[config.mk]
export PLATFORM = sky130hd
export DESIGN_NAME = tile_route_switch
export DESIGN_NICKNAME = d
export VERILOG_FILES = /design/src/rtl/tile_route_switch_pkg.sv /design/src/rtl/tsw_fifo.sv /design/src/rtl/tsw_sequencer.sv /design/src/rtl/tsw_xbar.sv /design/src/rtl/tsw_cpu_port.sv /design/src/rtl/tile_route_switch.sv
export SDC_FILE = /design/constraint.sdc
export NUM_CORES = 2
export LEC_CHECK = 0
export BUFFER_PORTS_ARGS = -buffer_cell sky130_fd_sc_hd__buf_2
export CAP_MARGIN = 40
export CORE_AREA = 2 2 399 401
export CTS_CLUSTER_DIAMETER = 40
export CTS_CLUSTER_SIZE = 25
export DETAILED_ROUTE_END_ITERATION = 7
export DIE_AREA = 0 0 401 403
export GPL_ROUTABILITY_DRIVEN = 0
export PLACE_DENSITY = 0.67
export SYNTH_ARGS = -nofsm -noshare
export SYNTH_HDL_FRONTEND = slang
export SYNTH_SLANG_ARGS = --single-unit
[constraint.sdc]
create_clock -name clk -period 14.9 [get_ports clk]
set_input_delay 2.98 -clock clk [delete_from_list [all_inputs] [get_ports clk]]
set_output_delay 2.98 -clock clk [all_outputs]
set_load 0.01 [all_outputs]
[src/rtl/tile_route_switch_pkg.sv]
package tile_route_switch_pkg;
  localparam int NPORT = 5;
  localparam int SEL_W = 3;
  localparam int SEL_FIELD_W = NPORT * SEL_W;
  localparam int OP_LSB = SEL_FIELD_W;
  localparam int TGT_LSB = SEL_FIELD_W + 2;

  typedef enum logic [1:0] {
    OP_ROUTE = 2'd0,
    OP_JUMP  = 2'd1,
    OP_HALT  = 2'd2,
    OP_HALT2 = 2'd3
  } sw_op_e;

  // Select code for output o out of the packed select field.
  function automatic logic [SEL_W-1:0] sel_for(input logic [SEL_FIELD_W-1:0] f, input int o);
    return f[o*SEL_W +: SEL_W];
  endfunction

  // Codes 1..NPORT name a source port; all others mean "no route".
  function automatic logic sel_live(input logic [SEL_W-1:0] s);
    return (s != '0) && (s <= SEL_W'(NPORT));
  endfunction

  function automatic logic [SEL_W-1:0] sel_src(input logic [SEL_W-1:0] s);
    return s - SEL_W'(1);
  endfunction
endpackage

[src/rtl/tsw_fifo.sv]
module tsw_fifo #(
  parameter int W = 32,
  parameter int DEPTH = 4,
  localparam int AW = (DEPTH > 1) ? $clog2(DEPTH) : 1,
  localparam int CW = $clog2(DEPTH + 1)
) (
  input  logic         clk,
  input  logic         rst_n,
  input  logic         push,
  input  logic [W-1:0] push_data,
  input  logic         pop,
  output logic [W-1:0] head,
  output logic         full,
  output logic         empty
);
  logic [W-1:0]  store [DEPTH];
  logic [AW-1:0] rd_ptr, wr_ptr;
  logic [CW-1:0] count;

  function automatic logic [AW-1:0] bump(input logic [AW-1:0] p);
    return (p == AW'(DEPTH - 1)) ? '0 : p + AW'(1);
  endfunction

  assign full  = (count == CW'(DEPTH));
  assign empty = (count == '0);
  assign head  = store[rd_ptr];

  always_ff @(posedge clk) begin
    if (push) store[wr_ptr] <= push_data;
  end

  always_ff @(posedge clk or negedge rst_n) begin
    if (!rst_n) begin
      rd_ptr <= '0;
      wr_ptr <= '0;
      count  <= '0;
    end else begin
      if (push) wr_ptr <= bump(wr_ptr);
      if (pop)  rd_ptr <= bump(rd_ptr);
      case ({push, pop})
        2'b10:   count <= count + CW'(1);
        2'b01:   count <= count - CW'(1);
        default: count <= count;
      endcase
    end
  end

  assert_no_overflow_R7: assert property (@(posedge clk) disable iff (!rst_n) push |-> !full);
  assert_no_underflow_R7: assert property (@(posedge clk) disable iff (!rst_n) pop |-> !empty);
endmodule

[src/rtl/tsw_sequencer.sv]
module tsw_sequencer
  import tile_route_switch_pkg::*;
#(
  parameter int PROG_DEPTH = 16,
  localparam int PC_W = $clog2(PROG_DEPTH),
  localparam int INSTR_W = TGT_LSB + PC_W
) (
  input  logic                   clk,
  input  logic                   rst_n,
  input  logic                   prog_we,
  input  logic [PC_W-1:0]        prog_addr,
  input  logic [INSTR_W-1:0]     prog_data,
  input  logic                   fire,
  output logic                   route_en,
  output logic [SEL_FIELD_W-1:0] sel_field
);
  logic [INSTR_W-1:0] prog_mem [PROG_DEPTH];
  logic [PC_W-1:0]    pc;
  logic [INSTR_W-1:0] instr;
  sw_op_e             op;
  logic [PC_W-1:0]    target;

  // Loading is only possible while the switch is held in reset.
  always_ff @(posedge clk) begin
    if (!rst_n && prog_we) prog_mem[prog_addr] <= prog_data;
  end

  assign instr     = prog_mem[pc];
  assign op        = sw_op_e'(instr[OP_LSB +: 2]);
  assign target    = instr[TGT_LSB +: PC_W];
  assign sel_field = instr[SEL_FIELD_W-1:0];
  assign route_en  = (op == OP_ROUTE);

  always_ff @(posedge clk or negedge rst_n) begin
    if (!rst_n) begin
      pc <= '0;
    end else begin
      case (op)
        OP_ROUTE: if (fire) pc <= pc + PC_W'(1);
        OP_JUMP:  pc <= target;
        default:  pc <= pc;
      endcase
    end
  end

  assert_pc_hold_R3: assert property (@(posedge clk) disable iff (!rst_n)
    (op == OP_ROUTE && !fire) |=> $stable(pc));
  assert_jump_target_R6: assert property (@(posedge clk) disable iff (!rst_n)
    (op == OP_JUMP) |=> (pc == $past(target)));
  assert_halt_sticks_R6: assert property (@(posedge clk) disable iff (!rst_n)
    (op == OP_HALT || op == OP_HALT2) |=> ($stable(pc) && !route_en));
endmodule

[src/rtl/tsw_xbar.sv]
module tsw_xbar
  import tile_route_switch_pkg::*;
#(
  parameter int W = 32
) (
  input  logic                   route_en,
  input  logic [SEL_FIELD_W-1:0] sel_field,
  input  logic [W-1:0]           src_data [NPORT],
  input  logic [NPORT-1:0]       src_empty,
  input  logic [NPORT-1:0]       dst_full,
  output logic                   fire,
  output logic [NPORT-1:0]       src_pop,
  output logic [NPORT-1:0]       dst_push,
  output logic [W-1:0]           dst_data [NPORT]
);
  logic             all_ok;
  logic [NPORT-1:0] used;

  always_comb begin
    all_ok = 1'b1;
    used   = '0;
    for (int o = 0; o < NPORT; o++) begin
      logic [SEL_W-1:0] s;
      s = sel_for(sel_field, o);
      if (sel_live(s)) begin
        used[sel_src(s)] = 1'b1;
        if (src_empty[sel_src(s)] || dst_full[o]) all_ok = 1'b0;
      end
    end
    fire = route_en && all_ok;
  end

  always_comb begin
    for (int o = 0; o < NPORT; o++) begin
      logic [SEL_W-1:0] s;
      s = sel_for(sel_field, o);
      dst_push[o] = fire && sel_live(s);
      dst_data[o] = sel_live(s) ? src_data[sel_src(s)] : '0;
    end
    src_pop = fire ? used : '0;
  end
endmodule

[src/rtl/tsw_cpu_port.sv]
module tsw_cpu_port #(
  parameter int REG_W = 5,
  parameter int NET_LO = 24,
  parameter int NET_HI = 27
) (
  input  logic             clk,
  input  logic             rst_n,
  input  logic             rd_en,
  input  logic [REG_W-1:0] rd_reg,
  input  logic             wr_en,
  input  logic [REG_W-1:0] wr_reg,
  input  logic             rx_empty,
  input  logic             tx_full,
  output logic             rx_pop,
  output logic             tx_push,
  output logic             stall
);
  function automatic logic is_net(input logic [REG_W-1:0] r);
    return (r >= REG_W'(NET_LO)) && (r <= REG_W'(NET_HI));
  endfunction

  logic rd_hit, wr_hit;
  assign rd_hit  = rd_en && is_net(rd_reg);
  assign wr_hit  = wr_en && is_net(wr_reg);
  assign stall   = (rd_hit && rx_empty) || (wr_hit && tx_full);
  assign rx_pop  = rd_hit && !stall;
  assign tx_push = wr_hit && !stall;

  assert_stall_cause_R9: assert property (@(posedge clk) disable iff (!rst_n)
    stall |-> (rx_empty || tx_full));
endmodule

[src/rtl/tile_route_switch.sv]
module tile_route_switch
  import tile_route_switch_pkg::*;
#(
  parameter int DATA_W = 32,
  parameter int FIFO_DEPTH = 4,
  parameter int PROG_DEPTH = 16,
  parameter int REG_W = 5,
  parameter int NET_LO = 24,
  parameter int NET_HI = 27,
  localparam int PC_W = $clog2(PROG_DEPTH),
  localparam int INSTR_W = TGT_LSB + PC_W,
  localparam int NNB = NPORT - 1
) (
  input  logic                  clk,
  input  logic                  rst_n,
  input  logic                  prog_we,
  input  logic [PC_W-1:0]       prog_addr,
  input  logic [INSTR_W-1:0]    prog_data,
  input  logic [NNB-1:0]        nb_in_valid,
  input  logic [NNB*DATA_W-1:0] nb_in_data,
  output logic [NNB-1:0]        nb_in_ready,
  output logic [NNB-1:0]        nb_out_valid,
  output logic [NNB*DATA_W-1:0] nb_out_data,
  input  logic [NNB-1:0]        nb_out_ready,
  input  logic                  cpu_rd_en,
  input  logic [REG_W-1:0]      cpu_rd_reg,
  output logic [DATA_W-1:0]     cpu_rd_data,
  input  logic                  cpu_wr_en,
  input  logic [REG_W-1:0]      cpu_wr_reg,
  input  logic [DATA_W-1:0]     cpu_wr_data,
  output logic                  cpu_stall
);
  localparam int CPU = NPORT - 1;

  logic [DATA_W-1:0]      in_head  [NPORT];
  logic [DATA_W-1:0]      in_wdata [NPORT];
  logic [DATA_W-1:0]      out_head [NPORT];
  logic [DATA_W-1:0]      xb_data  [NPORT];
  logic [NPORT-1:0]       in_push, in_pop, in_full, in_empty;
  logic [NPORT-1:0]       out_push, out_pop, out_full, out_empty;
  logic                   route_en, xb_fire;
  logic [SEL_FIELD_W-1:0] sel_field;
  logic                   cpu_rx_pop, cpu_tx_push;

  tsw_sequencer #(.PROG_DEPTH(PROG_DEPTH)) u_seq (
    .clk(clk), .rst_n(rst_n), .prog_we(prog_we), .prog_addr(prog_addr),
    .prog_data(prog_data), .fire(xb_fire), .route_en(route_en), .sel_field(sel_field)
  );

  tsw_xbar #(.W(DATA_W)) u_xbar (
    .route_en(route_en), .sel_field(sel_field), .src_data(in_head),
    .src_empty(in_empty), .dst_full(out_full), .fire(xb_fire),
    .src_pop(in_pop), .dst_push(out_push), .dst_data(xb_data)
  );

  tsw_cpu_port #(.REG_W(REG_W), .NET_LO(NET_LO), .NET_HI(NET_HI)) u_cpu (
    .clk(clk), .rst_n(rst_n), .rd_en(cpu_rd_en), .rd_reg(cpu_rd_reg),
    .wr_en(cpu_wr_en), .wr_reg(cpu_wr_reg), .rx_empty(out_empty[CPU]),
    .tx_full(in_full[CPU]), .rx_pop(cpu_rx_pop), .tx_push(cpu_tx_push), .stall(cpu_stall)
  );

  for (genvar p = 0; p < NPORT; p++) begin : g_port
    if (p < NNB) begin : g_nb
      assign in_wdata[p]  = nb_in_data[p*DATA_W +: DATA_W];
      assign in_push[p]   = nb_in_valid[p] && !in_full[p];
      assign nb_in_ready[p] = !in_full[p];
      assign nb_out_valid[p] = !out_empty[p];
      assign nb_out_data[p*DATA_W +: DATA_W] = out_head[p];
      assign out_pop[p]   = !out_empty[p] && nb_out_ready[p];
    end else begin : g_cpu
      assign in_wdata[p]  = cpu_wr_data;
      assign in_push[p]   = cpu_tx_push;
      assign out_pop[p]   = cpu_rx_pop;
      assign cpu_rd_data  = out_head[p];
    end

    tsw_fifo #(.W(DATA_W), .DEPTH(FIFO_DEPTH)) u_in (
      .clk(clk), .rst_n(rst_n), .push(in_push[p]), .push_data(in_wdata[p]),
      .pop(in_pop[p]), .head(in_head[p]), .full(in_full[p]), .empty(in_empty[p])
    );
    tsw_fifo #(.W(DATA_W), .DEPTH(FIFO_DEPTH)) u_out (
      .clk(clk), .rst_n(rst_n), .push(out_push[p]), .push_data(xb_data[p]),
      .pop(out_pop[p]), .head(out_head[p]), .full(out_full[p]), .empty(out_empty[p])
    );
  end

  assert_src_ready_R3: assert property (@(posedge clk) disable iff (!rst_n)
    ((in_pop & in_empty) == '0) && ((out_push & out_full) == '0));
  assert_pop_needs_fire_R4: assert property (@(posedge clk) disable iff (!rst_n)
    (in_pop != '0) |-> (out_push != '0));
endmodule

==> qor.txt <==
status: complete, no violations
fmax: 135 MHz
row cnt: 146
mux cell area share after synthesis: 19.3%
routed len/inst: 30.4 um
Max Cap Violations: 0
overflow left after global routing: 0
antenna violations before repair: 125
share of cells above drive strength 1: 36.9%
synthesized flop and latch total: 1690
clock transition at the registers of the reported paths: 0.07 ns
syn nets: 3667
worst slew pin tran: 1.06 ns
Final nets: 4141
Hold-fix buffers, CTS: 0
Pre-Repair DR Iteration Count: 5
WL final: 186000 um
setup repair bufs after CTS: 0
RSZ-0062 raised after global routing: false
# clock sinks: 1690
global-route wire length before repair: 263000 um
EDFF count, synth: 1616
fin crit share: 49.6%
CTS tree: built
final hold violation count: 0
Die Area: 0.162 sq mm
Critical Path Fanout Max: 46
CTS Buffer Depth: 3
top_reg_cell synth: edfxtp_1
Post-synth ARST share: 4.38%
most common cell after layout, fill and taps aside: edfxtp_1
Synth Area in Simple Gates: 2.77%
core area: 0.157 sq mm
Synth Area in XOR/XNOR: 0.438%
compound-gate portion of the synthesized area: 2.57%
initial core utilization: 44.6%
Hold Path Class: register to register
H-tree levels: 4
synthesized area per cell: 20.8 sq um
pin count of the biggest net entering global routing: 47
CP arrival: 7.82 ns
Die Span X: 401 um
Total Routing Usage GR: 22.9%
vias in the first global route: 35800
number of gates resized after CTS: 0
Critical Path Sink Type: register
Root Driver: clkbuf_16
Vias per Instance: 6.03
# fillers: 12300
clock skew: 0.103 ns
Post-Syn Area: 0.0703 sq mm
drt drc: 0
Detail Placement HPWL: 129000 um
cts bufs inserted: 189
most frequent cells in the layout: edfxtp_1, mux4_2, buf_2
min cycle time layout: 7.40 ns
Port Buffers: 372
# IOs: 377
Netlist cell types: 71
setup TNS: 0 ns
Worst Path Required: 15.33 ns
Startpoint Class: register
largest family of logic cells by synthesized area: multiplexers
Worst-Skew Late Latency: 0.87 ns
DRT antenna net count: 0
slew margin rel.: 29.3%
# setup viols final: 0
yosys warns: 0
sequential cell area fraction in the yosys report: 71.7%
DRT iter0 DRCs: 4754
Area Growth Syn to Fin: 16.8%
Final Max Slew Viols: 0
adder-cell share of the synthesized area: 1.64%
critical path class: register to register
via count: 36900
Mapped Cells: 3373
Die H: 403 um
==> cells by family after synthesis <==
group                      count (synthesis)
adders and majority gates                 86
xor gates and xnor gates                  33
DFF                                     1690
AOI/OAI and AO/OA                        236
buffers and inverters                    283
muxes                                    636
and+or+nand+nor                          409
==> path summary, 6_finish.rpt <==
check	from	cells past startpoint	endpoint	slack, ns
setup / recovery	u_seq.pc[1]$_DFFE_PN0P_	18	g_port[1].u_out.store[0][17]$_DFFE_PP_	7.50
hold / removal	g_port[0].u_out.count[0]$_DFFE_PN0P_	1	g_port[0].u_out.count[0]$_DFFE_PN0P_	0.50
setup reg to reg	u_seq.pc[1]$_DFFE_PN0P_	18	g_port[1].u_out.store[0][17]$_DFFE_PP_	7.50
hold reg to reg	g_port[0].u_out.count[0]$_DFFE_PN0P_	1	g_port[0].u_out.count[0]$_DFFE_PN0P_	0.50
max in group asynchronous	rst_n	3	g_port[4].u_out.rd_ptr[0]$_DFFE_PN0P_	11.32
min in group asynchronous	rst_n	1	u_seq.pc[0]$_DFFE_PN0P_	1.95
==> Yosys cell counts, types with 6 or more instances <==
library cell	instances	area share, %
mux4_2	571	18
dfrtp_1	74	2.6
buf_1	32	0.17
nand3_1	15	0.11
nand2_1	41	0.22
mux2i_1	27	0.38
nor2b_1	8	0.071
mux2_1	10	0.16
ha_1	76	1.4
nor3_1	22	0.16
a22oi_1	164	1.8
clkbuf_1	140	0.75
a21o_1	9	0.096
a21oi_1	7	0.050
nand2b_1	9	0.080
inv_1	78	0.42
nand4_1	6	0.053
fa_1	10	0.28
or3_1	9	0.080
nor2_1	223	1.2
o21ai_0	11	0.078
buf_2	20	0.14
xor2_1	20	0.25
and2_1	9	0.080
edfxtp_1	1616	69
xnor2_1	12	0.15
and3_1	42	0.37
mux2_2	25	0.40
a22o_1	7	0.087
==> metal layers <==
layer	up-vias	global-route usage (%)	routed length (um)	part of all wire, %
li1	15200	-	-	-
met4	114	9.12	8020	4.3
met5	-	0	713	0.38
met1	19400	31.9	74000	40
met3	437	8.05	20100	11
met2	1792	33.2	82900	45
==> stage by stage <==
step                setup WS [ns]  std cells  utilization (%)  area (sq um)  hold WS (ns)
floorplan                    8.17       3373                -         70300         0.456
global placement             6.98       5700             47.5         74800         0.481
detailed placement           7.55       5727             47.9         75400         0.488
CTS                          7.46       6083             52.1         82100         0.501
global route                 7.08       6091             52.1         82100         0.512
finish                       7.50       6109             52.2         82100         0.496
==> worst max-delay path: stages (launching register included) <==
cell       delay, ns
dfrtp_4         0.95
buf_4           0.55
mux4_2          0.38
nand2_1         0.06
and4_2          0.27
buf_4           0.64
ha_1            0.40
nor4_1          0.08
nor4_1          0.39
nand3_2         0.27
buf_12          0.25
and3_1          0.20
o311a_1         0.39
a2111oi_4       0.32
buf_4           0.39
and2_1          0.33
buf_4           0.34
and3_1          0.21
buf_4           0.43
==> state kept, by name, summed over array words and instances, names as in the netlist <==
name and flops:
g_port.u_in.count 15, g_port.u_in.rd_ptr 10, g_port.u_in.store 640, g_port.u_in.wr_ptr 10, g_port.u_out.count 15, g_port.u_out.rd_ptr 10, g_port.u_out.store 640, g_port.u_out.wr_ptr 10
u_seq.pc 4, u_seq.prog_mem 336
==> area by class of cell <==
cell class / instances / area [sq um] / area share [%]
clock inverters: 147 / 1900 / 2.32
well taps: 2072 / 2590 / 3.16
clock buffers: 209 / 4810 / 5.86
flip-flops and latches: 1690 / 50400 / 61.4
inverters: 80 / 300 / 0.366
repair buffers: 486 / 3090 / 3.77
diodes: 25 / 62.6 / 0.0762
multi-input cells: 1400 / 19000 / 23.1
Power is not shown: default switching activity piles up to over one toggle a cycle in this logic, so the estimate is an artifact.
